**config.mk**
```make
export PLATFORM = sky130hd
export DESIGN_NAME = capture_timer
export DESIGN_NICKNAME = d
export VERILOG_FILES = /design/src/rtl/cap_pkg.sv /design/src/rtl/cap_sync_edge.sv /design/src/rtl/cap_channel.sv /design/src/rtl/capture_timer.sv
export SDC_FILE = /design/constraint.sdc
export NUM_CORES = 1
export LEC_CHECK = 0
export BUFFER_PORTS_ARGS = -buffer_cell sky130_fd_sc_hd__buf_2
export CORE_UTILIZATION = 60
export DETAILED_ROUTE_END_ITERATION = 10
export GPL_TIMING_DRIVEN = 0
export PLACE_DENSITY = 0.75
export SLEW_MARGIN = 20
export SYNTH_ARGS = -nofsm -noshare
export SYNTH_HDL_FRONTEND = slang
export SYNTH_SLANG_ARGS = --single-unit
```
**constraint.sdc**
```tcl
create_clock -name clk_i -period 5.7 [get_ports clk_i]
set_clock_uncertainty 0.2 [all_clocks]
set_input_delay 0.285 -clock clk_i [delete_from_list [all_inputs] [get_ports clk_i]]
set_output_delay 0.285 -clock clk_i [all_outputs]
set_load 0.1 [all_outputs]
```
**src/rtl/cap_pkg.sv**
```systemverilog
package cap_pkg;
  typedef enum logic [1:0] {
    MODE_OFF   = 2'b00,
    MODE_GATED = 2'b01,
    MODE_BOTH  = 2'b10,
    MODE_STOP  = 2'b11
  } cap_mode_e;

  typedef enum logic [1:0] {
    EDGE_NONE = 2'b00,
    EDGE_RISE = 2'b01,
    EDGE_FALL = 2'b10,
    EDGE_ANY  = 2'b11
  } edge_sel_e;

  function automatic logic edge_hit(edge_sel_e sel, logic rise, logic fall);
    case (sel)
      EDGE_RISE: edge_hit = rise;
      EDGE_FALL: edge_hit = fall;
      EDGE_ANY:  edge_hit = rise | fall;
      default:   edge_hit = 1'b0;
    endcase
  endfunction
endpackage

```
**src/rtl/cap_sync_edge.sv**
```systemverilog
module cap_sync_edge #(
  parameter int NPIN = 4
) (
  input  logic            clk_i,
  input  logic            rst_ni,
  input  logic [NPIN-1:0] pins_i,
  output logic [NPIN-1:0] rise_o,
  output logic [NPIN-1:0] fall_o
);
  logic [NPIN-1:0] s1_q, s2_q, prev_q;

  always_ff @(posedge clk_i or negedge rst_ni) begin
    if (!rst_ni) begin
      s1_q   <= '0;
      s2_q   <= '0;
      prev_q <= '0;
    end else begin
      s1_q   <= pins_i;
      s2_q   <= s1_q;
      prev_q <= s2_q;
    end
  end

  assign rise_o = s2_q & ~prev_q;
  assign fall_o = ~s2_q & prev_q;
endmodule

```
**src/rtl/cap_channel.sv**
```systemverilog
module cap_channel
  import cap_pkg::*;
#(
  parameter int CW   = 16,
  parameter int NPIN = 4,
  parameter int SW   = 2
) (
  input  logic            clk_i,
  input  logic            rst_ni,
  input  logic            tick_i,
  input  logic [NPIN-1:0] rise_i,
  input  logic [NPIN-1:0] fall_i,
  input  cap_mode_e       mode_i,
  input  edge_sel_e       start_sel_i,
  input  edge_sel_e       stop_sel_i,
  input  logic [SW-1:0]   src_i,
  input  logic            clr_i,
  output logic [CW-1:0]   cnt_o,
  output logic [CW-1:0]   cap_o,
  output logic            run_o,
  output logic            start_evt_o,
  output logic            stop_evt_o
);
  logic r_sel, f_sel, st_hit, sp_hit, latch, counting;
  logic [CW-1:0] cnt_q, cap_q;
  logic run_q;

  assign r_sel  = rise_i[src_i];
  assign f_sel  = fall_i[src_i];
  assign st_hit = edge_hit(start_sel_i, r_sel, f_sel);
  assign sp_hit = edge_hit(stop_sel_i, r_sel, f_sel);

  always_comb begin
    start_evt_o = 1'b0;
    stop_evt_o  = 1'b0;
    counting    = 1'b0;
    latch       = 1'b0;
    unique case (mode_i)
      MODE_GATED: begin
        stop_evt_o  = sp_hit & run_q;
        start_evt_o = st_hit & ~run_q;
        counting    = tick_i & run_q;
        latch       = stop_evt_o;
      end
      MODE_BOTH: begin
        start_evt_o = st_hit;
        stop_evt_o  = sp_hit;
        counting    = tick_i;
        latch       = st_hit | sp_hit;
      end
      MODE_STOP: begin
        start_evt_o = st_hit;
        stop_evt_o  = sp_hit;
        counting    = tick_i;
        latch       = sp_hit;
      end
      default: ;
    endcase
  end

  always_ff @(posedge clk_i or negedge rst_ni) begin
    if (!rst_ni) begin
      cnt_q <= '0;
      cap_q <= '0;
      run_q <= 1'b0;
    end else begin
      if (clr_i)         cnt_q <= '0;
      else if (counting) cnt_q <= cnt_q + 1'b1;
      if (latch) cap_q <= cnt_q;
      if (mode_i != MODE_GATED) run_q <= 1'b0;
      else if (stop_evt_o)      run_q <= 1'b0;
      else if (start_evt_o)     run_q <= 1'b1;
    end
  end

  assign cnt_o = cnt_q;
  assign cap_o = cap_q;
  assign run_o = run_q;
endmodule

```
**src/rtl/capture_timer.sv**
```systemverilog
module capture_timer
  import cap_pkg::*;
#(
  parameter int NCH  = 2,
  parameter int NPIN = 4,
  parameter int CW   = 16,
  parameter int DW   = 8,
  parameter int AW   = 4
) (
  input  logic            clk_i,
  input  logic            rst_ni,
  input  logic            tick_i,
  input  logic [NPIN-1:0] pins_i,
  input  logic            bus_sel_i,
  input  logic            bus_we_i,
  input  logic [AW-1:0]   bus_addr_i,
  input  logic [DW-1:0]   bus_wdata_i,
  output logic [DW-1:0]   bus_rdata_o,
  output logic            irq_o
);
  localparam int SW = (NPIN > 1) ? $clog2(NPIN) : 1;
  localparam int HW = CW - DW;
  localparam int FW = 2 * NCH;

  logic wr, rd, stat_rd;
  logic [NPIN-1:0] rise_w, fall_w;
  logic [NCH-1:0][1:0]    mode_q, start_q, stop_q;
  logic [NCH-1:0][SW-1:0] src_q;
  logic [NCH-1:0][HW-1:0] hold_q;
  logic [NCH-1:0][CW-1:0] cnt_w, cap_w;
  logic [NCH-1:0] run_w, clr_w, lo_rd, go_start_w, go_stop_w;
  logic [NCH-1:0] ie_q;
  logic [FW-1:0]  flag_q, flag_d;
  logic unused_wdata;

  assign wr      = bus_sel_i & bus_we_i;
  assign rd      = bus_sel_i & ~bus_we_i;
  assign stat_rd = rd & (bus_addr_i == '0);
  assign unused_wdata = ^bus_wdata_i;

  cap_sync_edge #(.NPIN(NPIN)) u_sync (
    .clk_i, .rst_ni, .pins_i, .rise_o(rise_w), .fall_o(fall_w)
  );

  for (genvar c = 0; c < NCH; c++) begin : g_ch
    localparam logic [AW-1:0] BASE = AW'(4 * c + 4);
    logic cfg_wr;
    assign cfg_wr   = wr & (bus_addr_i == BASE);
    assign clr_w[c] = cfg_wr & bus_wdata_i[7];
    assign lo_rd[c] = rd & (bus_addr_i == BASE + AW'(2));

    always_ff @(posedge clk_i or negedge rst_ni) begin
      if (!rst_ni) begin
        mode_q[c]  <= '0;
        start_q[c] <= '0;
        stop_q[c]  <= '0;
        src_q[c]   <= '0;
        hold_q[c]  <= '0;
      end else begin
        if (cfg_wr) begin
          mode_q[c]  <= bus_wdata_i[1:0];
          start_q[c] <= bus_wdata_i[3:2];
          stop_q[c]  <= bus_wdata_i[5:4];
        end
        if (wr && bus_addr_i == BASE + AW'(1)) src_q[c] <= bus_wdata_i[SW-1:0];
        if (lo_rd[c]) hold_q[c] <= cap_w[c][CW-1:DW];
      end
    end

    cap_channel #(.CW(CW), .NPIN(NPIN), .SW(SW)) u_chan (
      .clk_i, .rst_ni, .tick_i,
      .rise_i(rise_w), .fall_i(fall_w),
      .mode_i(cap_mode_e'(mode_q[c])),
      .start_sel_i(edge_sel_e'(start_q[c])),
      .stop_sel_i(edge_sel_e'(stop_q[c])),
      .src_i(src_q[c]), .clr_i(clr_w[c]),
      .cnt_o(cnt_w[c]), .cap_o(cap_w[c]), .run_o(run_w[c]),
      .start_evt_o(go_start_w[c]), .stop_evt_o(go_stop_w[c])
    );
  end

  // events win over the clearing read
  always_comb begin
    flag_d = stat_rd ? '0 : flag_q;
    for (int c = 0; c < NCH; c++) begin
      flag_d[2*c]   = flag_d[2*c] | go_start_w[c];
      flag_d[2*c+1] = flag_d[2*c+1] | go_stop_w[c];
    end
  end

  always_ff @(posedge clk_i or negedge rst_ni) begin
    if (!rst_ni) begin
      flag_q <= '0;
      ie_q   <= '0;
    end else begin
      flag_q <= flag_d;
      if (wr && bus_addr_i == '0) ie_q <= bus_wdata_i[FW +: NCH];
    end
  end

  always_comb begin
    irq_o = 1'b0;
    for (int c = 0; c < NCH; c++)
      irq_o = irq_o | ((flag_q[2*c] | flag_q[2*c+1]) & ie_q[c]);
  end

  always_comb begin
    bus_rdata_o = '0;
    if (bus_addr_i == '0) bus_rdata_o[FW+NCH-1:0] = {ie_q, flag_q};
    for (int c = 0; c < NCH; c++) begin
      if (bus_addr_i == AW'(4 * c + 4))
        bus_rdata_o[5:0] = {stop_q[c], start_q[c], mode_q[c]};
      if (bus_addr_i == AW'(4 * c + 5)) bus_rdata_o[SW-1:0] = src_q[c];
      if (bus_addr_i == AW'(4 * c + 6)) bus_rdata_o = cap_w[c][DW-1:0];
      if (bus_addr_i == AW'(4 * c + 7)) bus_rdata_o[HW-1:0] = hold_q[c];
    end
  end
endmodule

```
==> results of run 1 <==
-- timing repair --
item                                   4_1_cts  5_1_grt
hold buffers                                12        0
gates resized for setup                      0        0
endpoints found under the hold margin      141        0
-- layer usage --
layer	vias to the layer above	wire length (µm)	track usage (%)	part of all wire, %
met5	-	0	0	0
met4	0	199	9.76	1.7
met3	19	493	6.10	4.1
met2	88	5760	45.1	48
met1	1936	5520	36.5	46
li1	1850	-	-	-
-- cell usage after synthesis, drive strengths merged, types with 6 or more instances --
cell    count
nand3      13
o21ai      24
dfrtp     116
or3         6
inv        14
nor3       12
clkbuf     12
a21oi      14
o22a        6
nand4       8
nand2      34
buf         7
nor2       53
xor2       12
mux2       59
xnor2      12
nor2b       7
mux2i      10
nand2b     14
-- worst max-delay path, delay by kind of cell --
kind            cells  cell delay (ns)
buf+inv             4             1.35
compound gates      3             0.50
simple gates        2             0.32
-- path summary, 6_finish.rpt --
| check | to | slack (ns) | startpoint | depth (start not counted) |
|---|---|---|---|---|
| min reg2reg | u_sync.s2_q[1]$_DFF_PN0_ | 0.15 | u_sync.s1_q[1]$_DFF_PN0_ | 0 |
| min | flag_q[1]$_DFF_PN0_ | 0.04 | bus_sel_i | 3 |
| max reg2reg | g_ch[0].u_chan.cap_o[12]$_DFFE_PN0P_ | 3.04 | mode_q[1]$_DFFE_PN0P_ | 6 |
| min in group asynchronous | stop_q[1]$_DFFE_PN0P_ | 0.08 | rst_ni | 2 |
| max in group asynchronous | g_ch[0].u_chan.cnt_o[12]$_DFFE_PN0P_ | 4.55 | rst_ni | 3 |
| max | bus_rdata_o[0] | 2.76 | bus_addr_i[0] | 9 |
-- metrics by stage --
| stage | cell area, µm² | hold slack, ns | power [µW] | setup slack (ns) | std cells |
|---|---|---|---|---|---|
| 6_report | 6580 | 0.0391 | 2500 | 2.76 | 663 |
| 5_1_grt | 6580 | 0.0526 | 2610 | 2.54 | 663 |
| 4_1_cts | 6580 | 0.0137 | 2510 | 2.80 | 663 |
| 3_5_place_dp | 5910 | 0.0429 | 1510 | 2.82 | 621 |
| 3_3_place_gp | 5870 | 0.134 | 1490 | 2.83 | 620 |
| 2_1_floorplan | 5610 | -0.211 | 1380 | 1.92 | 486 |
-- cell families (layout without fill, tap and decap cells) --
group	after synthesis	in the layout	synth area share, %
buf+inv	33	102	2.59
xor+xnor	24	24	3.75
flops	116	116	51.8
mux	73	73	16.6
simple gates	170	170	15.8
fa+ha+maj	2	2	0.446
compound gates	68	68	9.10
-- cells in the final DEF (no fill, tap or decap), drive strengths merged, types with 3 or more instances in the layout --
| cell | n |
|---|---|
| a2bb2oi | 4 |
| nand2 | 34 |
| o21ai | 24 |
| clkinv | 6 |
| mux4 | 4 |
| dfrtp | 116 |
| dlygate4sd3 | 12 |
| nor2b | 7 |
| o32a | 4 |
| and2 | 4 |
| nand2b | 14 |
| a21oi | 14 |
| a21o | 3 |
| nor2 | 53 |
| inv | 14 |
| nor4 | 3 |
| mux2 | 59 |
| and3 | 3 |
| o22a | 6 |
| mux2i | 10 |
| or3 | 6 |
| clkbuf | 32 |
| nand3 | 13 |
| nand4 | 8 |
| buf | 34 |
| nor3 | 12 |
| xor2 | 12 |
| xnor2 | 12 |
-- final cells by class --
class	count	area [µm²]
Clock inverter	10	109
Inverter	14	52.6
Clock buffer	20	445
Tap cell	108	135
Multi-Input combinational cell	337	2560
Buffer	19	92.6
Fill cell	623	2310
Timing Repair Buffer	39	284
Sequential cell	116	2900
-- power breakdown --
| part | total (µW) | internal (µW) | switching [µW] |
|---|---|---|---|
| registers | 1060 | 943 | 116 |
| logic | 449 | 198 | 251 |
| clock network | 991 | 635 | 356 |
==> metrics.md, run 1 <==
| Metric | Value |
|---|---|
| Crit-path slowest cell | clkbuf_1 |
| Netlist Area Pre-Place | 5610 µm² |
| CTS sink count | 116 |
| Initial core utilization | 63.1% |
| Io pins | 30 |
| Crit path cell chain | buf_2 -> clkbuf_1 -> clkbuf_1 -> nor2_1 -> nor3_1 -> a21oi_1 -> a32o_1 -> a21oi_1 -> buf_2 |
| Share of the synthesized area in the top cell type | 51.8% |
| Peak VDD IR | 0.258 mV |
| Layout cells sized above 1 | 24.7% |
| Clk buf depth | 2 |
| Site Rows | 34 |
| Slew Viols, Final | 0 |
| Status | finished, final reports clean |
| Clock Pin Slew Worst Setup and Hold Paths | 0.06 ns |
| Sequential share of the synthesized area | 51.8% |
| Vias in the first global route | 4075 |
| Max-cap violations | 0 |
| Largest fanout on the critical path | 10 |
| Syn-to-layout area delta | 17.4% |
| DR vias | 3893 |
| Drt initial violations | 166 |
| CTS tree | done |
| Power density cells | 380 nW/µm² |
| RSZ-0062 raised after global routing | no |
| Gp weighted congestion | 0.905 |
| Prevailing post-synth register cell | dfrtp_1 |
| P_leak | 0.00303 µW |
| DRC viols | 0 |
| Final min period | 2.94 ns |
| F_max | 0.340 GHz |
| First-pass GRT wire length | 20200 µm |
| Syn avg cell area | 11.5 µm² |
| Distinct cells, synth | 57 |
| Routed WL | 12000 µm |
| Synth Instances | 486 |
| DR vias/cell | 5.87 |
| H-tree depth | 4 |
| CP peak stage delay | 0.47 ns |
| Tcrit/Tclk final | 51.6% |
| Port Buffers | 26 |
| HP Class | input port to flop |
| Total Routing Usage GR | 27.5% |
| CP Launch Type | input port |
| Share of flip-flops with an asynchronous set or reset | 100% |
| Setup-failing EPs final | 0 |
| Diodes inserted | 0 |
| Final hold vios | 0 |
| CTS Root Cell | clkbuf_8 |
| Clk_lat worst skew | 0.52 ns |
| Core Util, Final | 74.0% |
| Routed WL per cell | 18.1 µm |
| Initial antenna violation count | 0 |
| Critical Path Sink Type | primary output |
| Die area | 9740 µm² |
| Leading cell types by total area after synthesis | dfrtp_1 52%, mux2_2 7.8%, mux2_4 5.4% |
| Worst EP arrival | 2.45 ns |
| Flip-flop and latch count after synthesis | 116 |
| Worst setup path class | input port to primary output |
| Core Footprint | 8890 µm² |
| Number of flops mapped to enable cells by yosys | 0 |
| Relative slew slack | 52.3% |
| TritonCTS buffer count | 17 |
| Largest net degree at the start of global routing | 70 |
| Yosys top cell by area | dfrtp_1 |
| Fin nets | 567 |
| Dpl hpwl | 8490 µm |
| Syn nets | 509 |
| Remaining Overflow, GRT | 0 |
| Die Ht | 98.7 µm |
| Setup bufs post-CTS | 0 |
| Crit path required time | 5.22 ns |
| Drt first pass iters | 4 |
| Slew @ Worst Pin | 0.709 ns |
| Yosys Warn Count | 0 |
| Die width | 98.7 µm |
| Setup_tns | 0 ns |
| Final ANT Viol Nets | 0 |
Note: power is estimated with default switching activity, not from simulation.
==> run 2, diff against run 1 <==
--- a/config.mk
+++ b/config.mk
@@ -5,11 +5,12 @@
 export SDC_FILE = /design/constraint.sdc
 export NUM_CORES = 1
 export LEC_CHECK = 0
+export ABC_AREA = 1
 export BUFFER_PORTS_ARGS = -buffer_cell sky130_fd_sc_hd__buf_2
-export CORE_UTILIZATION = 60
+export CORE_UTILIZATION = 55
 export DETAILED_ROUTE_END_ITERATION = 10
 export GPL_TIMING_DRIVEN = 0
-export PLACE_DENSITY = 0.75
+export PLACE_DENSITY = 0.73
 export SLEW_MARGIN = 20
 export SYNTH_ARGS = -nofsm -noshare
 export SYNTH_HDL_FRONTEND = slang
==> constraint.sdc (replaced) <==
create_clock -name clk_i -period 2.5 [get_ports clk_i]
set_clock_uncertainty 0.2 [all_clocks]
set_input_delay 0.125 -clock clk_i [delete_from_list [all_inputs] [get_ports clk_i]]
set_output_delay 0.125 -clock clk_i [all_outputs]
set_load 0.1 [all_outputs]
==> run 2 against run 1 <==
  * Via count increased by 28%
  * Register-to-register slack got worse by 2.6 ns
  * Cell count increased by 36%
  * Sequential power increased by 150%
  * First-iteration DRC count increased by 77%
  * Design area increased by 4.8%
  * Area after synthesis decreased by 0.20%
  * Critical path depth increased by 1
  * Worst setup slack got worse by 2.6 ns
==> metrics.md, run 2 <==
| Metric | Value |
|---|---|
| Placed cell areas | 5940 µm² (was 5910 µm²) |
| Routed WL | 13800 µm (was 12000 µm) |
| Most frequent cells after synthesis | 197 x nand2_1, 116 x dfrtp_1, 90 x nand3_1 (was 116 x dfrtp_1, 53 x nor2_1, 39 x mux2_2) |
| Switching Share | 30.7% (was 29.0%) |
| Final ANT Viol Nets | 0 (unchanged) |
| Setup bufs post-CTS | 0 (unchanged) |
| Remaining Overflow, GRT | 0 (unchanged) |
| Clock Pin Slew Worst Setup and Hold Paths | 0.05 ns (was 0.06 ns) |
| Syn-to-layout area delta | 23.2% (was 17.4%) |
| Die Ht | 103 µm (was 98.7 µm) |
| Final hold vios | 0 (unchanged) |
| CTS Root Cell | clkbuf_8 (unchanged) |
| Crit-path slowest cell | dlygate4sd3_1 (was clkbuf_1) |
| Gp weighted congestion | 0.915 (was 0.905) |
| Non-Filler Instances | 902 (was 663) |
| First-pass GRT wire length | 22400 µm (was 20200 µm) |
| Clk buf depth | 2 (unchanged) |
| Io pins | 30 (unchanged) |
| Max-cap violations | 0 (unchanged) |
| Routed WL per cell | 15.3 µm (was 18.1 µm) |
| Netlist Area Pre-Place | 5600 µm² (was 5610 µm²) |
| DR vias/cell | 5.52 (was 5.87) |
| Relative slew slack | 67.9% (was 52.3%) |
| Pint | 4430 µW (was 1780 µW) |
| Yosys Warn Count | 0 (unchanged) |
| Share of flip-flops with an asynchronous set or reset | 100% (unchanged) |
| DR vias | 4977 (was 3893) |
| Largest fanout on the critical path | 7 (was 10) |
| Clk_lat worst skew | 0.53 ns (was 0.52 ns) |
| Layer carrying the most global-route usage | met2 (unchanged) |
| Net Sw Power | 1960 µW (was 724 µW) |
| Met3 Use GR | 7.59% (was 6.10%) |
| Tcrit/Tclk final | 95.3% |
| Initial core utilization | 57.0% (was 63.1%) |
| Syn avg cell area | 8.23 µm² (was 11.5 µm²) |
| Clock network fraction of total power | 39.9% (was 39.7%) |
| Commonest non-fill, non-tap cell in the layout | nand2_1 (was dfrtp_1) |
| Power density cells | 928 nW/µm² (was 380 nW/µm²) |
| Crit path required time | 2.17 ns (was 5.22 ns) |
| Distinct cells, synth | 33 (was 57) |
| Die area | 10600 µm² (was 9740 µm²) |
| Largest net degree at the start of global routing | 68 (was 70) |
| Syn nets | 703 (was 509) |
| Setup slack after layout | 0.119 ns (was 2.76 ns) |
| RSZ-0062 raised after global routing | no (unchanged) |
| Site Rows | 36 (was 34) |
| HP Class | input port to flop (unchanged) |
| Fin area | 6900 µm² (was 6580 µm²) |
| F_max | 0.420 GHz |
| Met1 GRT Util | 36.2% (was 36.5%) |
| Flop pwr share | 40.8% (was 42.4%) |
| H-tree depth | 4 (unchanged) |
| Fin nets | 780 (was 567) |
| Worst EP arrival | 2.06 ns (was 2.45 ns) |
| Diodes inserted | 0 (unchanged) |
| Initial antenna violation count | 0 (unchanged) |
| Worst setup path class | input port to primary output (unchanged) |
| Status | finished, final reports clean (unchanged) |
| CP peak stage delay | 0.64 ns (was 0.47 ns) |
| Prevailing post-synth register cell | dfrtp_1 (unchanged) |
| Leading cell types by total area after synthesis | dfrtp_1 52%, nand2_1 13%, nand3_1 8.0% (was dfrtp_1 52%, mux2_2 7.8%, mux2_4 5.4%) |
| Yosys top cell by area | dfrtp_1 (unchanged) |
| Most frequent cell after synthesis | nand2_1 (was dfrtp_1) |
| Dpl hpwl | 9590 µm (was 8490 µm) |
| CTS sink count | 116 (unchanged) |
| Synth Instances | 680 (was 486) |
| Total Routing Usage GR | 28.4% (was 27.5%) |
| Slew Viols, Final | 0 (unchanged) |
| Port Buffers | 28 (was 26) |
| Drt initial violations | 293 (was 166) |
| Dpl cells | 842 (was 621) |
| Number of flops mapped to enable cells by yosys | 0 (unchanged) |
| Crit path cell chain | buf_2 -> inv_2 -> nand2_2 -> dlygate4sd3_1 -> inv_1 -> nand2_1 -> inv_1 -> nand2_1 -> nand4_1 -> clkbuf_4 (was buf_2 -> clkbuf_1 -> clkbuf_1 -> nor2_1 -> nor3_1 -> a21oi_1 -> a32o_1 -> a21oi_1 -> buf_2) |
| Layout cells sized above 1 | 14.0% (was 24.7%) |
| DRC viols | 0 (unchanged) |
| Vias in the first global route | 4804 (was 4075) |
| TritonCTS buffer count | 17 (unchanged) |
| Final min period | 2.38 ns |
| Peak VDD IR | 0.486 mV (was 0.258 mV) |
| Core Footprint | 9820 µm² (was 8890 µm²) |
| Share of the synthesized area in the top cell type | 51.9% (was 51.8%) |
| Flip-flop and latch count after synthesis | 116 (unchanged) |
| Commonest non-fill, non-tap cells in the layout | 197 x nand2_1, 116 x dfrtp_1, 90 x nand3_1 (was 116 x dfrtp_1, 53 x nor2_1, 39 x mux2_2) |
| Drt first pass iters | 5 (was 4) |
| Pre-CTS setup slack | 0.502 ns (was 2.82 ns) |
| Setup-failing EPs final | 0 (unchanged) |
| Combinational Power Share | 19.3% (was 17.9%) |
| CP Buf/Inv Count | 6 (was 4) |
| CP Launch Type | input port (unchanged) |
| P_leak | 0.00343 µW (was 0.00303 µW) |
| Top Family by Delay on Critical Path | buffers and inverters (unchanged) |
| Sequential share of the synthesized area | 51.9% (was 51.8%) |
| Total of fill cells in the finished design | 750 (was 623) |
| Slew @ Worst Pin | 0.484 ns (was 0.709 ns) |
| GR Layer Usage met2 | 45.8% (was 45.1%) |
| Critical Path Sink Type | primary output (unchanged) |
| Die width | 103 µm (was 98.7 µm) |
| CTS tree | done (unchanged) |
run 2: cell types whose count changed after synthesis, moves of 7 or more:
cell / change
mux2i_1: -10
mux2_2: -23
nand2b_1: -13
inv_1: +58
nand2_1: +163
o21ai_0: +20
nand3_1: +77
xnor2_1: -12
nand2_2: +7
clkbuf_1: -8
mux2_4: -20
run 2: final timing paths:
check                      slack [ns]                                    to  depth (start not counted)                     start
max reg2reg                      0.44   g_ch[0].u_chan.cnt_o[1]$_DFFE_PN0P_                          6     mode_q[0]$_DFFE_PN0P_
max in group asynchronous        1.29  g_ch[0].u_chan.cnt_o[15]$_DFFE_PN0P_                          4                    rst_ni
max                              0.12                        bus_rdata_o[7]                         10             bus_addr_i[2]
min in group asynchronous        0.47            u_sync.prev_q[1]$_DFF_PN0_                          4                    rst_ni
min                              0.04              u_sync.s1_q[3]$_DFF_PN0_                          2                 pins_i[3]
min reg2reg                      0.15              u_sync.s2_q[2]$_DFF_PN0_                          0  u_sync.s1_q[2]$_DFF_PN0_
run 2: cells by family (layout without fill, tap and decap cells):
group / Yosys count / count (layout) / share of synthesized area, %
simple gates: 379 / 379 / 29.7
flops: 116 / 116 / 51.9
buf+inv: 86 / 175 / 6.37
compound gates: 75 / 75 / 7.44
mux: 16 / 16 / 3.22
xor+xnor: 6 / 6 / 0.939
fa+ha+maj: 2 / 2 / 0.447
run 2: cell type report:
type	instances	area (µm²)	area share, %
plain buffers	9	62.6	0.907
repair buffers	58	505	7.33
clock inverters	11	183	2.65
clock buffers	20	435	6.31
inverters	77	294	4.26
flip-flops and latches	116	2900	42.1
multi-input cells	478	2350	34.0
well taps	133	166	2.41
run 2: through the flow:
stage               hold WS (ns)  setup TNS (ns)  power (µW)  utilization (%)
detailed placement        -0.102               0        3770             60.5
finish                    0.0356               0        6400             70.2
global route              0.0269               0        6710             70.2
CTS                      0.00602               0        6390             69.9
global placement          0.0336          -30.29        3710             60.1
floorplan                 -0.371               0        3410                -
run 2: power by group through the flow:
| stage | logic [µW] | registers, µW | clock network (µW) |
|---|---|---|---|
| 4_1_cts | 1220 | 2600 | 2570 |
| 5_1_grt | 1390 | 2650 | 2660 |
| 6_report | 1240 | 2610 | 2550 |
| 3_3_place_gp | 1100 | 2610 | 0 |
| 3_5_place_dp | 1140 | 2630 | 0 |
| 2_1_floorplan | 886 | 2520 | 0 |
run 2: timing repair:
item                                   in CTS  in global routing
gates resized for setup                     0                 13
setup endpoints to repair                   0                  9
hold buffers                               29                  0
endpoints found under the hold margin     165                  0
run 2: layer usage:
metal  up-vias  share of wire (%)  wire length (µm)
met5         -                  0                 0
met4         0                2.1               286
met3        32                5.6               769
met2       174                 49              6760
met1      2387                 43              6010
li1       2384                  -                 -
==> run 3, diff against run 2 <==
--- a/config.mk
+++ b/config.mk
@@ -11,6 +11,7 @@
 export DETAILED_ROUTE_END_ITERATION = 10
 export GPL_TIMING_DRIVEN = 0
 export PLACE_DENSITY = 0.73
+export SETUP_SLACK_MARGIN = 0.5
 export SLEW_MARGIN = 20
 export SYNTH_ARGS = -nofsm -noshare
 export SYNTH_HDL_FRONTEND = slang
==> run 3 against run 2 <==
  * Clock power is essentially flat
  * Wire length grew 3.5%
  * Cell count grew 1.3%
  * Die area is the same
  * Largest cell class unchanged
  * Critical path depth shrank 3
  * Hold slack lost 0.0033 ns
  * Core utilization grew 2.3 points
  * Highest routed layer unchanged
  * Power grew 2.2%
==> metrics.md, run 3 (synthesis gave the netlist of run 2 again) <==
| Metric | Value |
|---|---|
| Status | finished, final reports clean (unchanged) |
| R2R depth | 12 (was 6) |
| CP peak stage delay | 0.40 ns (was 0.64 ns) |
| Slew Viols, Final | 0 (unchanged) |
| HP Class | input port to flop (unchanged) |
| Site Rows | 36 (unchanged) |
| Drt initial violations | 276 (was 293) |
| Total of fill cells in the finished design | 721 (was 750) |
| Routed WL per cell | 15.7 µm (was 15.3 µm) |
| DR vias | 5104 (was 4977) |
| TritonCTS buffer count | 17 (unchanged) |
| Layout cells sized above 1 | 19.0% (was 14.0%) |
| Largest fanout on the critical path | 2 (was 7) |
| F_max | 0.474 GHz (was 0.420 GHz) |
| P_leak | 0.00353 µW (was 0.00343 µW) |
| CTS Root Cell | clkbuf_8 (unchanged) |
| Initial core utilization | 57.0% (unchanged) |
| Core Footprint | 9820 µm² (unchanged) |
| Die area | 10600 µm² (unchanged) |
| Remaining Overflow, GRT | 0 (unchanged) |
| Gp weighted congestion | 0.915 (unchanged) |
| Reg2reg end | g_ch[0].u_chan.cap_o[6]$_DFFE_PN0P_ (was g_ch[0].u_chan.cnt_o[1]$_DFFE_PN0P_) |
| DRC viols | 0 (unchanged) |
| Placed cell areas | 5940 µm² (unchanged) |
| Worst Hold Endpoint | flag_q[2]$_DFF_PN0_ (was u_sync.s1_q[3]$_DFF_PN0_) |
| Hold Startpoint | bus_addr_i[2] (was pins_i[3]) |
| Clock Pin Slew Worst Setup and Hold Paths | 0.05 ns (about the same) |
| Crit path required time | 2.17 ns (about the same) |
| Slew @ Worst Pin | 0.477 ns (was 0.484 ns) |
| Relative slew slack | 68.2% (was 67.9%) |
| Commonest non-fill, non-tap cell in the layout | nand2_1 (unchanged) |
| Fin nets | 792 (was 780) |
| Setup-failing EPs final | 0 (unchanged) |
| Critical R2R Launch | src_q[0]$_DFFE_PN0P_ (was mode_q[0]$_DFFE_PN0P_) |
| Power density cells | 918 nW/µm² (was 928 nW/µm²) |
| Fin area | 7120 µm² (was 6900 µm²) |
| Pre-CTS setup slack | 0.502 ns (unchanged) |
| Drt first pass iters | 5 (unchanged) |
| CTS tree | done (unchanged) |
| Final ANT Viol Nets | 0 (unchanged) |
| Reg2reg setup slack | 0.53 ns (was 0.44 ns) |
| Setup slack after layout | 0.391 ns (was 0.119 ns) |
| Total Routing Usage GR | 29.1% (was 28.4%) |
| Io pins | 30 (unchanged) |
| Worst EP arrival | 1.78 ns (was 2.06 ns) |
| Critical Path Sink Type | primary output (unchanged) |
| WHS Path Cells | 5 (was 2) |
| Largest net degree at the start of global routing | 68 (unchanged) |
| Initial antenna violation count | 0 (unchanged) |
| Vias in the first global route | 4888 (was 4804) |
| Final hold vios | 0 (unchanged) |
| CP Launch Type | flop (was input port) |
| Port Buffers | 28 (unchanged) |
| Crit-path slowest cell | dfrtp_2 (was dlygate4sd3_1) |
| DR vias/cell | 5.58 (was 5.52) |
| Power Total | 6540 µW (was 6400 µW) |
| Routed WL | 14300 µm (was 13800 µm) |
| Clk buf depth | 2 (unchanged) |
| Core Util, Final | 72.5% (was 70.2%) |
| H-tree depth | 4 (unchanged) |
| Crit path cell chain | nand3_1 -> o211ai_1 -> nor2_1 -> nand4_1 -> nand2_1 -> nand2_2 -> buf_12 (was buf_2 -> inv_2 -> nand2_2 -> dlygate4sd3_1 -> inv_1 -> nand2_1 -> inv_1 -> nand2_1 -> nand4_1 -> clkbuf_4) |
| RSZ-0062 raised after global routing | yes (was no) |
| Die Ht | 103 µm (unchanged) |
| Tcrit/Tclk final | 84.4% (was 95.3%) |
| Clk_lat worst skew | 0.53 ns (about the same) |
| First-pass GRT wire length | 22900 µm (was 22400 µm) |
| Dpl hpwl | 9590 µm (unchanged) |
| Final min period | 2.11 ns (was 2.38 ns) |
| Peak VDD IR | 0.492 mV (was 0.486 mV) |
| Syn-to-layout area delta | 27.2% (was 23.2%) |
| Die width | 103 µm (unchanged) |
| CTS sink count | 116 (unchanged) |
| Max-cap violations | 0 (unchanged) |
| Commonest non-fill, non-tap cells in the layout | 188 x nand2_1, 114 x dfrtp_1, 82 x nand3_1 (was 197 x nand2_1, 116 x dfrtp_1, 90 x nand3_1) |
| Worst setup path class | flop to primary output (was input port to primary output) |
| Diodes inserted | 0 (unchanged) |
-- run 3: cell type report --
type / instances / area [µm²] / area share (%)
Sequential cell: 116 / 2910 / 40.8
Multi-Input combinational cell: 478 / 2450 / 34.4
Timing Repair Buffer: 70 / 624 / 8.77
Clock buffer: 20 / 435 / 6.11
Inverter: 77 / 294 / 4.13
Clock inverter: 11 / 183 / 2.57
Tap cell: 133 / 166 / 2.34
Buffer: 9 / 62.6 / 0.878
-- run 3: metal layers --
layer	part of all wire, %	routed length (µm)	global-route usage, %
met1	42	6080	36.8
met2	50	7160	47.1
met3	5.4	772	7.59
met4	2.1	306	13.2
met5	0	0	0
-- run 3: through the flow --
stage / TNS (ns) / instances / hold WS (ns)
global route: 0 / 914 / 0.0269
floorplan: 0 / 680 / -0.371
global placement: -30.29 / 841 / 0.0336
CTS: 0 / 905 / 0.0145
detailed placement: 0 / 842 / -0.102
finish: 0 / 914 / 0.0323
-- run 3: what timing repair did --
action	4_1_cts	5_1_grt
setup endpoints to repair	6	49
hold buffers	29	0
hold endpoints to repair	165	0
resized for setup	20	35
pin swaps	5	11
cloned	0	1
buffers inserted	3	8
-- run 3: worst max-delay path: cells and delay by family (launching register included) --
family	cells	cell delay, ns
DFF	1	0.40
and+or+nand+nor	5	0.59
buffers and inverters	1	0.16
AOI/OAI and AO/OA	1	0.10
-- run 3: how the worst max path moves through the flow --
stage                     depth (start not counted)                   from                                   end
after floorplan                                   8          bus_addr_i[1]                        bus_rdata_o[2]
after global placement                            1                 rst_ni  g_ch[0].u_chan.cnt_o[14]$_DFFE_PN0P_
after detailed placement                         10          bus_addr_i[1]                        bus_rdata_o[5]
after CTS                                         7  mode_q[1]$_DFFE_PN0P_                        bus_rdata_o[1]
after global routing                              7  mode_q[1]$_DFFE_PN0P_                        bus_rdata_o[1]
final                                             7   src_q[0]$_DFFE_PN0P_                        bus_rdata_o[0]
-- run 3: power by group --
group | internal [µW] | switching, µW
logic | 499 | 862
clock network | 1730 | 832
registers | 2280 | 338
